<file path="src/rtl/fqp_pkg.sv">
package fqp_pkg;
  localparam logic [7:0] CMD_RESET_ALT = 8'hF0;
  localparam logic [7:0] CMD_RESET_STD = 8'hFF;
  localparam logic [7:0] CMD_QUERY     = 8'h98;
  localparam logic [11:0] QOFF_PRIMARY = 12'h055;
  localparam logic [11:0] QOFF_ALT     = 12'h555;
  localparam logic [7:0] SIG_ADDR      = 8'h10;
  localparam logic [7:0] REGION_ADDR   = 8'h2D;
  localparam logic [7:0] TOP_BOOT_CODE = 8'h03;

  typedef enum logic [3:0] {
    ST_RST_ALT, ST_RST_STD, ST_QCMD, ST_SIG, ST_HDR,
    ST_REG, ST_FLAG, ST_EXP, ST_FAIL, ST_DONE
  } fqp_state_e;
endpackage

</file>
<file path="src/rtl/fqp_seq.sv">
module fqp_seq
  import fqp_pkg::*;
#(
  parameter int AW        = 24,
  parameter int MAX_REG   = 4,
  parameter bit BYTE_MODE = 1'b1,
  localparam int RW = $clog2(MAX_REG + 1)
) (
  input  logic                 clk,
  input  logic                 rst,
  output logic [AW-1:0]        fl_addr,
  output logic                 fl_rd,
  output logic                 fl_wr,
  output logic [7:0]           fl_wdata,
  input  logic [7:0]           fl_rdata,
  output logic                 done,
  output logic                 det,
  output logic [15:0]          iface,
  output logic [AW-1:0]        unl1,
  output logic [AW-1:0]        unl2,
  output logic [7:0]           size_code,
  output logic [RW-1:0]        nreg_eff,
  output logic                 reverse,
  output logic [MAX_REG*32-1:0] reg_words,
  output logic                 exp_start,
  input  logic                 exp_fin
);
  fqp_state_e  st;
  logic [1:0]  ph;
  logic [7:0]  idx;
  logic        alt;
  logic [15:0] ext;
  logic [7:0]  nreg;
  logic [AW-1:0] rd_addr;
  logic [7:0]  sig_char;
  logic [7:0]  reg_bytes;

  assign nreg_eff  = (nreg > 8'(MAX_REG)) ? RW'(MAX_REG) : nreg[RW-1:0];
  assign reg_bytes = 8'(nreg_eff) << 2;

  always_comb begin
    case (idx)
      8'd0:    sig_char = 8'h51;
      8'd1:    sig_char = 8'h52;
      default: sig_char = 8'h59;
    endcase
  end

  always_comb begin
    case (st)
      ST_SIG: rd_addr = AW'(SIG_ADDR + idx);
      ST_HDR: begin
        case (idx)
          8'd0:    rd_addr = AW'(8'h15);
          8'd1:    rd_addr = AW'(8'h16);
          8'd2:    rd_addr = AW'(8'h27);
          8'd3:    rd_addr = AW'(8'h28);
          8'd4:    rd_addr = AW'(8'h29);
          default: rd_addr = AW'(8'h2C);
        endcase
      end
      ST_REG:  rd_addr = AW'(REGION_ADDR) + AW'(idx);
      ST_FLAG: rd_addr = AW'(ext) + AW'(15);
      default: rd_addr = '0;
    endcase
  end

  always_ff @(posedge clk) begin
    if (rst) begin
      st        <= ST_RST_ALT;
      ph        <= '0;
      idx       <= '0;
      alt       <= 1'b0;
      fl_addr   <= '0;
      fl_rd     <= 1'b0;
      fl_wr     <= 1'b0;
      fl_wdata  <= '0;
      ext       <= '0;
      nreg      <= '0;
      size_code <= '0;
      iface     <= '0;
      reg_words <= '0;
      reverse   <= 1'b0;
      exp_start <= 1'b0;
      done      <= 1'b0;
      det       <= 1'b0;
      unl1      <= '0;
      unl2      <= '0;
    end else begin
      fl_rd     <= 1'b0;
      fl_wr     <= 1'b0;
      exp_start <= 1'b0;
      case (st)
        ST_RST_ALT: begin
          fl_wr    <= 1'b1;
          fl_addr  <= '0;
          fl_wdata <= CMD_RESET_ALT;
          st       <= ST_RST_STD;
        end
        ST_RST_STD: begin
          fl_wr    <= 1'b1;
          fl_addr  <= '0;
          fl_wdata <= CMD_RESET_STD;
          st       <= ST_QCMD;
        end
        ST_QCMD: begin
          fl_wr    <= 1'b1;
          fl_addr  <= alt ? AW'(QOFF_ALT) : AW'(QOFF_PRIMARY);
          fl_wdata <= CMD_QUERY;
          idx      <= '0;
          ph       <= '0;
          st       <= ST_SIG;
        end
        ST_SIG, ST_HDR, ST_REG, ST_FLAG: begin
          if (st == ST_REG && ph == 2'd0 && idx == reg_bytes) begin
            idx <= '0;
            if (nreg > 8'd1) begin
              st <= ST_FLAG;
            end else begin
              st        <= ST_EXP;
              exp_start <= 1'b1;
            end
          end else begin
            case (ph)
              2'd0: begin
                fl_rd   <= 1'b1;
                fl_addr <= rd_addr;
                ph      <= 2'd1;
              end
              2'd1: ph <= 2'd2;
              default: begin
                ph <= 2'd0;
                case (st)
                  ST_SIG: begin
                    if (fl_rdata != sig_char) begin
                      if (!alt) begin
                        alt <= 1'b1;
                        st  <= ST_QCMD;
                      end else begin
                        st <= ST_FAIL;
                      end
                    end else if (idx == 8'd2) begin
                      idx <= '0;
                      st  <= ST_HDR;
                    end else begin
                      idx <= idx + 8'd1;
                    end
                  end
                  ST_HDR: begin
                    case (idx)
                      8'd0:    ext[7:0]    <= fl_rdata;
                      8'd1:    ext[15:8]   <= fl_rdata;
                      8'd2:    size_code   <= fl_rdata;
                      8'd3:    iface[7:0]  <= fl_rdata;
                      8'd4:    iface[15:8] <= fl_rdata;
                      default: nreg        <= fl_rdata;
                    endcase
                    if (idx == 8'd5) begin
                      idx <= '0;
                      st  <= ST_REG;
                    end else begin
                      idx <= idx + 8'd1;
                    end
                  end
                  ST_REG: begin
                    reg_words[{idx, 3'b000} +: 8] <= fl_rdata;
                    idx <= idx + 8'd1;
                  end
                  default: begin
                    reverse   <= (fl_rdata == TOP_BOOT_CODE);
                    st        <= ST_EXP;
                    exp_start <= 1'b1;
                  end
                endcase
              end
            endcase
          end
        end
        ST_EXP: begin
          if (exp_fin) begin
            done <= 1'b1;
            det  <= 1'b1;
            if (BYTE_MODE && iface == 16'h0002) begin
              unl1 <= AW'(12'hAAA);
              unl2 <= AW'(12'h555);
            end else begin
              unl1 <= AW'(12'h555);
              unl2 <= AW'(12'h2AA);
            end
            st <= ST_DONE;
          end
        end
        ST_FAIL: begin
          done <= 1'b1;
          det  <= 1'b0;
          st   <= ST_DONE;
        end
        default: st <= ST_DONE;
      endcase
    end
  end
endmodule

</file>
<file path="src/rtl/fqp_expand.sv">
module fqp_expand #(
  parameter int          AW         = 24,
  parameter int          MAX_SECT   = 16,
  parameter int          MAX_REG    = 4,
  parameter int          RATIO      = 1,
  parameter logic [31:0] FLASH_BASE = 32'h0,
  localparam int RW  = $clog2(MAX_REG + 1),
  localparam int CW  = $clog2(MAX_SECT + 1),
  localparam int IXW = $clog2(MAX_SECT)
) (
  input  logic                   clk,
  input  logic                   rst,
  input  logic                   start,
  input  logic [7:0]             size_code,
  input  logic [RW-1:0]          nreg_eff,
  input  logic                   reverse,
  input  logic [MAX_REG*32-1:0]  reg_words,
  output logic                   fin,
  output logic [CW-1:0]          sect_count,
  output logic                   overflow,
  output logic [MAX_SECT*AW-1:0] base_flat
);
  logic          busy;
  logic [RW-1:0] step;
  logic [16:0]   jcnt;
  logic [39:0]   off;
  logic [AW-1:0] tbl [MAX_SECT];

  logic [RW-1:0] ri;
  logic [31:0]   word;
  logic [16:0]   rcnt;
  logic [24:0]   rsz;
  logic [39:0]   stride;
  logic [39:0]   devlim;

  assign ri     = reverse ? (nreg_eff - RW'(1) - step) : step;
  assign word   = reg_words[32*ri +: 32];
  assign rcnt   = {1'b0, word[15:0]} + 17'd1;
  assign rsz    = (word[31:16] == 16'd0) ? 25'd128 : {1'b0, word[31:16], 8'd0};
  assign stride = 40'(rsz) * 40'(RATIO);
  assign devlim = (size_code > 8'd35) ? {40{1'b1}} : (40'(RATIO) << size_code);

  generate
    for (genvar g = 0; g < MAX_SECT; g++) begin : g_flat
      assign base_flat[g*AW +: AW] = tbl[g];
    end
  endgenerate

  always_ff @(posedge clk) begin
    if (rst) begin
      busy       <= 1'b0;
      step       <= '0;
      jcnt       <= '0;
      off        <= '0;
      fin        <= 1'b0;
      sect_count <= '0;
      overflow   <= 1'b0;
      for (int i = 0; i < MAX_SECT; i++) tbl[i] <= '0;
    end else begin
      fin <= 1'b0;
      if (start) begin
        busy       <= 1'b1;
        step       <= '0;
        jcnt       <= '0;
        off        <= '0;
        sect_count <= '0;
        overflow   <= 1'b0;
        for (int i = 0; i < MAX_SECT; i++) tbl[i] <= '0;
      end else if (busy) begin
        if (step >= nreg_eff || off >= devlim) begin
          busy <= 1'b0;
          fin  <= 1'b1;
        end else if (sect_count == CW'(MAX_SECT)) begin
          overflow <= 1'b1;
          busy     <= 1'b0;
          fin      <= 1'b1;
        end else begin
          tbl[sect_count[IXW-1:0]] <= AW'(FLASH_BASE) + off[AW-1:0];
          sect_count <= sect_count + CW'(1);
          off        <= off + stride;
          if (jcnt + 17'd1 == rcnt) begin
            jcnt <= '0;
            step <= step + RW'(1);
          end else begin
            jcnt <= jcnt + 17'd1;
          end
        end
      end
    end
  end
endmodule

</file>
<file path="src/rtl/fqp_lookup.sv">
module fqp_lookup #(
  parameter int AW       = 24,
  parameter int MAX_SECT = 16,
  localparam int CW  = $clog2(MAX_SECT + 1),
  localparam int IXW = $clog2(MAX_SECT)
) (
  input  logic                   clk,
  input  logic                   rst,
  input  logic [MAX_SECT*AW-1:0] base_flat,
  input  logic [CW-1:0]          count,
  input  logic [AW-1:0]          addr,
  output logic [IXW-1:0]         index
);
  logic [IXW-1:0] hit;

  always_comb begin
    hit = '0;
    for (int i = 0; i < MAX_SECT; i++) begin
      if (CW'(i) < count && base_flat[i*AW +: AW] <= addr) hit = IXW'(i);
    end
  end

  always_ff @(posedge clk) begin
    if (rst) index <= '0;
    else     index <= hit;
  end
endmodule

</file>
<file path="src/rtl/flash_query_probe.sv">
module flash_query_probe #(
  parameter int          AW         = 24,
  parameter int          MAX_SECT   = 16,
  parameter int          MAX_REG    = 4,
  parameter int          RATIO      = 1,
  parameter bit          BYTE_MODE  = 1'b1,
  parameter logic [31:0] FLASH_BASE = 32'h0
) (
  input  logic                          clk,
  input  logic                          rst,
  output logic [AW-1:0]                 fl_addr,
  output logic                          fl_rd,
  output logic                          fl_wr,
  output logic [7:0]                    fl_wdata,
  input  logic [7:0]                    fl_rdata,
  output logic                          probe_done,
  output logic                          detected,
  output logic [15:0]                   iface_code,
  output logic [AW-1:0]                 unlock1,
  output logic [AW-1:0]                 unlock2,
  output logic [$clog2(MAX_SECT+1)-1:0] sect_count,
  output logic                          sect_overflow,
  output logic [MAX_SECT*AW-1:0]        sect_base_flat,
  input  logic [AW-1:0]                 lk_addr,
  output logic [$clog2(MAX_SECT)-1:0]   lk_index
);
  localparam int RW = $clog2(MAX_REG + 1);

  logic [7:0]            size_code;
  logic [RW-1:0]         nreg_eff;
  logic                  reverse;
  logic [MAX_REG*32-1:0] reg_words;
  logic                  exp_start;
  logic                  exp_fin;

  fqp_seq #(.AW(AW), .MAX_REG(MAX_REG), .BYTE_MODE(BYTE_MODE)) u_seq (
    .clk(clk), .rst(rst),
    .fl_addr(fl_addr), .fl_rd(fl_rd), .fl_wr(fl_wr), .fl_wdata(fl_wdata),
    .fl_rdata(fl_rdata),
    .done(probe_done), .det(detected), .iface(iface_code),
    .unl1(unlock1), .unl2(unlock2),
    .size_code(size_code), .nreg_eff(nreg_eff), .reverse(reverse),
    .reg_words(reg_words), .exp_start(exp_start), .exp_fin(exp_fin)
  );

  fqp_expand #(.AW(AW), .MAX_SECT(MAX_SECT), .MAX_REG(MAX_REG),
               .RATIO(RATIO), .FLASH_BASE(FLASH_BASE)) u_exp (
    .clk(clk), .rst(rst), .start(exp_start),
    .size_code(size_code), .nreg_eff(nreg_eff), .reverse(reverse),
    .reg_words(reg_words), .fin(exp_fin),
    .sect_count(sect_count), .overflow(sect_overflow),
    .base_flat(sect_base_flat)
  );

  fqp_lookup #(.AW(AW), .MAX_SECT(MAX_SECT)) u_lk (
    .clk(clk), .rst(rst), .base_flat(sect_base_flat), .count(sect_count),
    .addr(lk_addr), .index(lk_index)
  );
endmodule

</file>
<file path="config.mk">
export PLATFORM = sky130hd
export DESIGN_NAME = flash_query_probe
export DESIGN_NICKNAME = d
export VERILOG_FILES = /design/src/rtl/fqp_pkg.sv /design/src/rtl/fqp_seq.sv /design/src/rtl/fqp_expand.sv /design/src/rtl/fqp_lookup.sv /design/src/rtl/flash_query_probe.sv
export SDC_FILE = /design/constraint.sdc
export NUM_CORES = 2
export LEC_CHECK = 0
export ABC_AREA = 1
export BUFFER_PORTS_ARGS = -buffer_cell sky130_fd_sc_hd__buf_2
export CORE_MARGIN = 2
export CORE_UTILIZATION = 55
export DETAILED_ROUTE_END_ITERATION = 12
export PLACE_DENSITY = 0.89
export SYNTH_ARGS = -nofsm -noshare
export SYNTH_HDL_FRONTEND = slang
export SYNTH_HIERARCHICAL = 1
export SYNTH_SLANG_ARGS = --single-unit
</file>
<file path="constraint.sdc">
create_clock -name clk -period 7.1 [get_ports clk]
set_clock_uncertainty 0.2 [all_clocks]
set_input_delay 0.71 -clock clk [delete_from_list [all_inputs] [get_ports clk]]
set_output_delay 0.71 -clock clk [all_outputs]
set_load 0.01 [all_outputs]
</file>
==> results.toml <==
[status]
outcome = "finished clean"

[pwr]
power.leakage_nw = 19.2
powerDensity_nw_per_um2 = 227
ir_worst_vdd_mv = 0.297

[detailed_routing]
num_vias = 35200
wirelength_mm = 130
avgRoutedWirePerCell_um = 21.9
ant_nets = 0
vias_per_cell = 5.94
drc = 0
drt_iter0_drc = 4342
dr.pass1.iters = 9

[worst_setup_path]
crit_path_start_kind = "flip-flop"
cpPeakStageDelay_ns = 0.55
critPathMostFrequentCell = "nand2_1"
crit_slowest_cell = "fa_1"
arrival_ns = 6.34
ff2ff_setup_slack_ns = 1.09
rr_worst_depth = 32
cp-end-kind = "flip-flop"
path_class = "flip-flop to flip-flop"
path_max_fanout = 36
worstPathRequired_ns = 7.43

[global_routing]
grt_pass1_wl_mm = 192
grt_max_degree = 101
grt_usage_pct = 35.9
first_global_vias = 32600
antenna_found_initial = 5
gr-total-overflow = 0

[finish]
area_growth_pct = 10.1
drive_above_1_share_pct = 12.8
multi_input_area_um2 = 19800
fillers = 5552
nets = 5481
mostFrequentLayoutCells = "nand2_1, nor2_1, ha_1, inv_1, a21oi_1"
seq_area_um2 = 13900
layout_commonest_cell = "nand2_1"
final_util_pct = 61.4

[logic_synthesis]
ys_seq_area_share_pct = 37.7
synth_cells = 4718
yosysUniqueCellTypes = 70
ys.flop_type = "dfxtp_1"
synth_area_leaders = "edfxtp_1, dfxtp_1, ha_1"
ys_ff_latch = 557
synth_top_area_cell = "edfxtp_1"
yosys_warnings = 6
async_reset_ff_share_pct = 0
synth_enable_flop_cells = 272
postSynthAreaPerCell_um2 = 7.80
syn-cell-area_um2 = 36800
synth_top_area_share_pct = 22.2

[timing]
fmax_ghz = 0.166
min_period_ns = 6.01
finalSetupViolCount = 0
max-slew-margin-rel_pct = 22.3
worstMarginPinSlew_ns = 1.16
period_share_pct = 84.7
drv_slew = 0
grt_setup_unrepaired = "no"
tns_ns = 0
hold_viol = 0

[hold_path]
worstHoldPathType = "primary input to flip-flop"
min_path_cells = 3

[place]
routabilityCongestion = 1.02
port-buffer-count = 383
dpl.hpwl_mm = 95.0

[cts]
htreeDepth = 2
clk_latency_ns = 0.64
cts_tree = "done"
clock-sinks = 557
clockRootBuffer = "clkbuf_16"
hold_buffers = 0
cts_buffers = 59
cts_post_setup_buffers_inserted = 0
clk_pin_slew_ns = 0.07
clockBufferDepth = 3
cts.repair.resized = 0

[floorplanning]
rows = 94
die_area_um2 = 69000
fp.dieW_um = 263
fp.dieH_um = 263
ios = 528
start_util_pct = 55.8
fp.coreArea_um2 = 66000

[flow_run]
maxCapViolCount = 0
## cell usage after synthesis, drive strengths merged (9+ instances only)
master,number
nand3,215
ha,428
nor3b,15
o21ai,277
a31oi,18
nor4,12
nand4,68
nand3b,9
o21a,16
dfxtp,285
nand2,880
clkinv,27
edfxtp,272
xnor2,11
a21oi,396
o21bai,9
xor2,28
inv,444
o221ai,11
nor2,839
clkbuf,62
buf,241
nor3,91
## power by group
| part | switching [mW] | internal (mW) | total (mW) |
|---|---|---|---|
| clock network | 1.38 | 1.86 | 3.24 |
| logic | 1.69 | 0.608 | 2.29 |
| registers | 0.180 | 3.51 | 3.69 |
## layer usage
layer / vias up / track usage (%) / routed length [um] / part of all wire (%)
met4: 2 / 31.0 / 13500 / 10
met1: 16100 / 41.1 / 44600 / 34
met2: 2428 / 57.5 / 57200 / 44
met5: - / 0 / 51 / 0.039
met3: 592 / 7.39 / 14300 / 11
li1: 16100 / - / - / -
## area by class of cell
| class | count | area share, % |
|---|---|---|
| multi-input cells | 3529 | 48.8 |
| clock inverters | 40 | 1.13 |
| inverters | 471 | 4.38 |
| diodes | 2 | 0.0123 |
| clock buffers | 69 | 3.81 |
| flip-flops and latches | 557 | 34.2 |
| well taps | 864 | 2.67 |
| repair buffers | 399 | 5.02 |
## logic make-up after synthesis
family / Yosys count / share of synthesized area, %
XOR/XNOR: 39 / 0.948
AND/OR/NAND/NOR: 2147 / 25.3
flip-flops: 557 / 37.7
other: 2 / 0.0204
adder cells (fa/ha/maj): 430 / 14.7
AO/OA/AOI/OAI: 768 / 11.2
multiplexers: 1 / 0.0272
buffers and inverters: 774 / 10.1
## worst paths after layout
check,from,endpoint
setup / recovery,u_seq/nreg[4],u_exp/off[37]
hold reg to reg,u_seq/fl_addr[1],u_seq/fl_addr[1]
setup reg to reg,u_seq/nreg[4],u_exp/off[37]
hold / removal,fl_rdata[7],u_seq/ext[15]
## critical path, delay by kind of cell, from the launching register on
kind	cells	cell delay (ns)
flip-flops	1	0.31
AO/OA/AOI/OAI	10	1.97
adder cells (fa/ha/maj)	4	1.26
buffers and inverters	4	0.38
AND/OR/NAND/NOR	14	1.79
## metrics by stage
step | power (mW) | hold WS (ns) | setup WS, ns | cells | instance area [um^2]
final | 9.22 | 0.180 | 1.09 | 5931 | 40500
after global routing | 9.54 | 0.181 | 0.409 | 5929 | 40500
after CTS | 9.12 | 0.171 | 1.25 | 5929 | 40500
after detailed placement | 5.92 | 0.241 | 1.28 | 5820 | 38500
after global placement | 5.86 | 0.232 | 1.41 | 5820 | 38500
after floorplan | 5.33 | 0.221 | 1.64 | 4860 | 37300
## flip-flops by register name, summed over array words and instances, names as in the netlist, 2 cells and up
| register | flops |
|---|---|
| u_seq/fl_addr | 17 |
| u_seq/idx | 8 |
| u_seq/st | 4 |
| u_lk/index | 4 |
| u_seq/ext | 16 |
| u_seq/nreg | 8 |
| u_exp/off | 33 |
| u_seq/iface | 16 |
| u_exp/step | 3 |
| u_seq/reg_words | 128 |
| u_seq/unl2 | 2 |
| u_seq/fl_wdata | 4 |
| u_seq/ph | 2 |
| u_exp/tbl | 272 |
| u_exp/sect_count | 5 |
| u_seq/size_code | 8 |
| u_exp/jcnt | 17 |
Power figures use the tool's default switching activity.
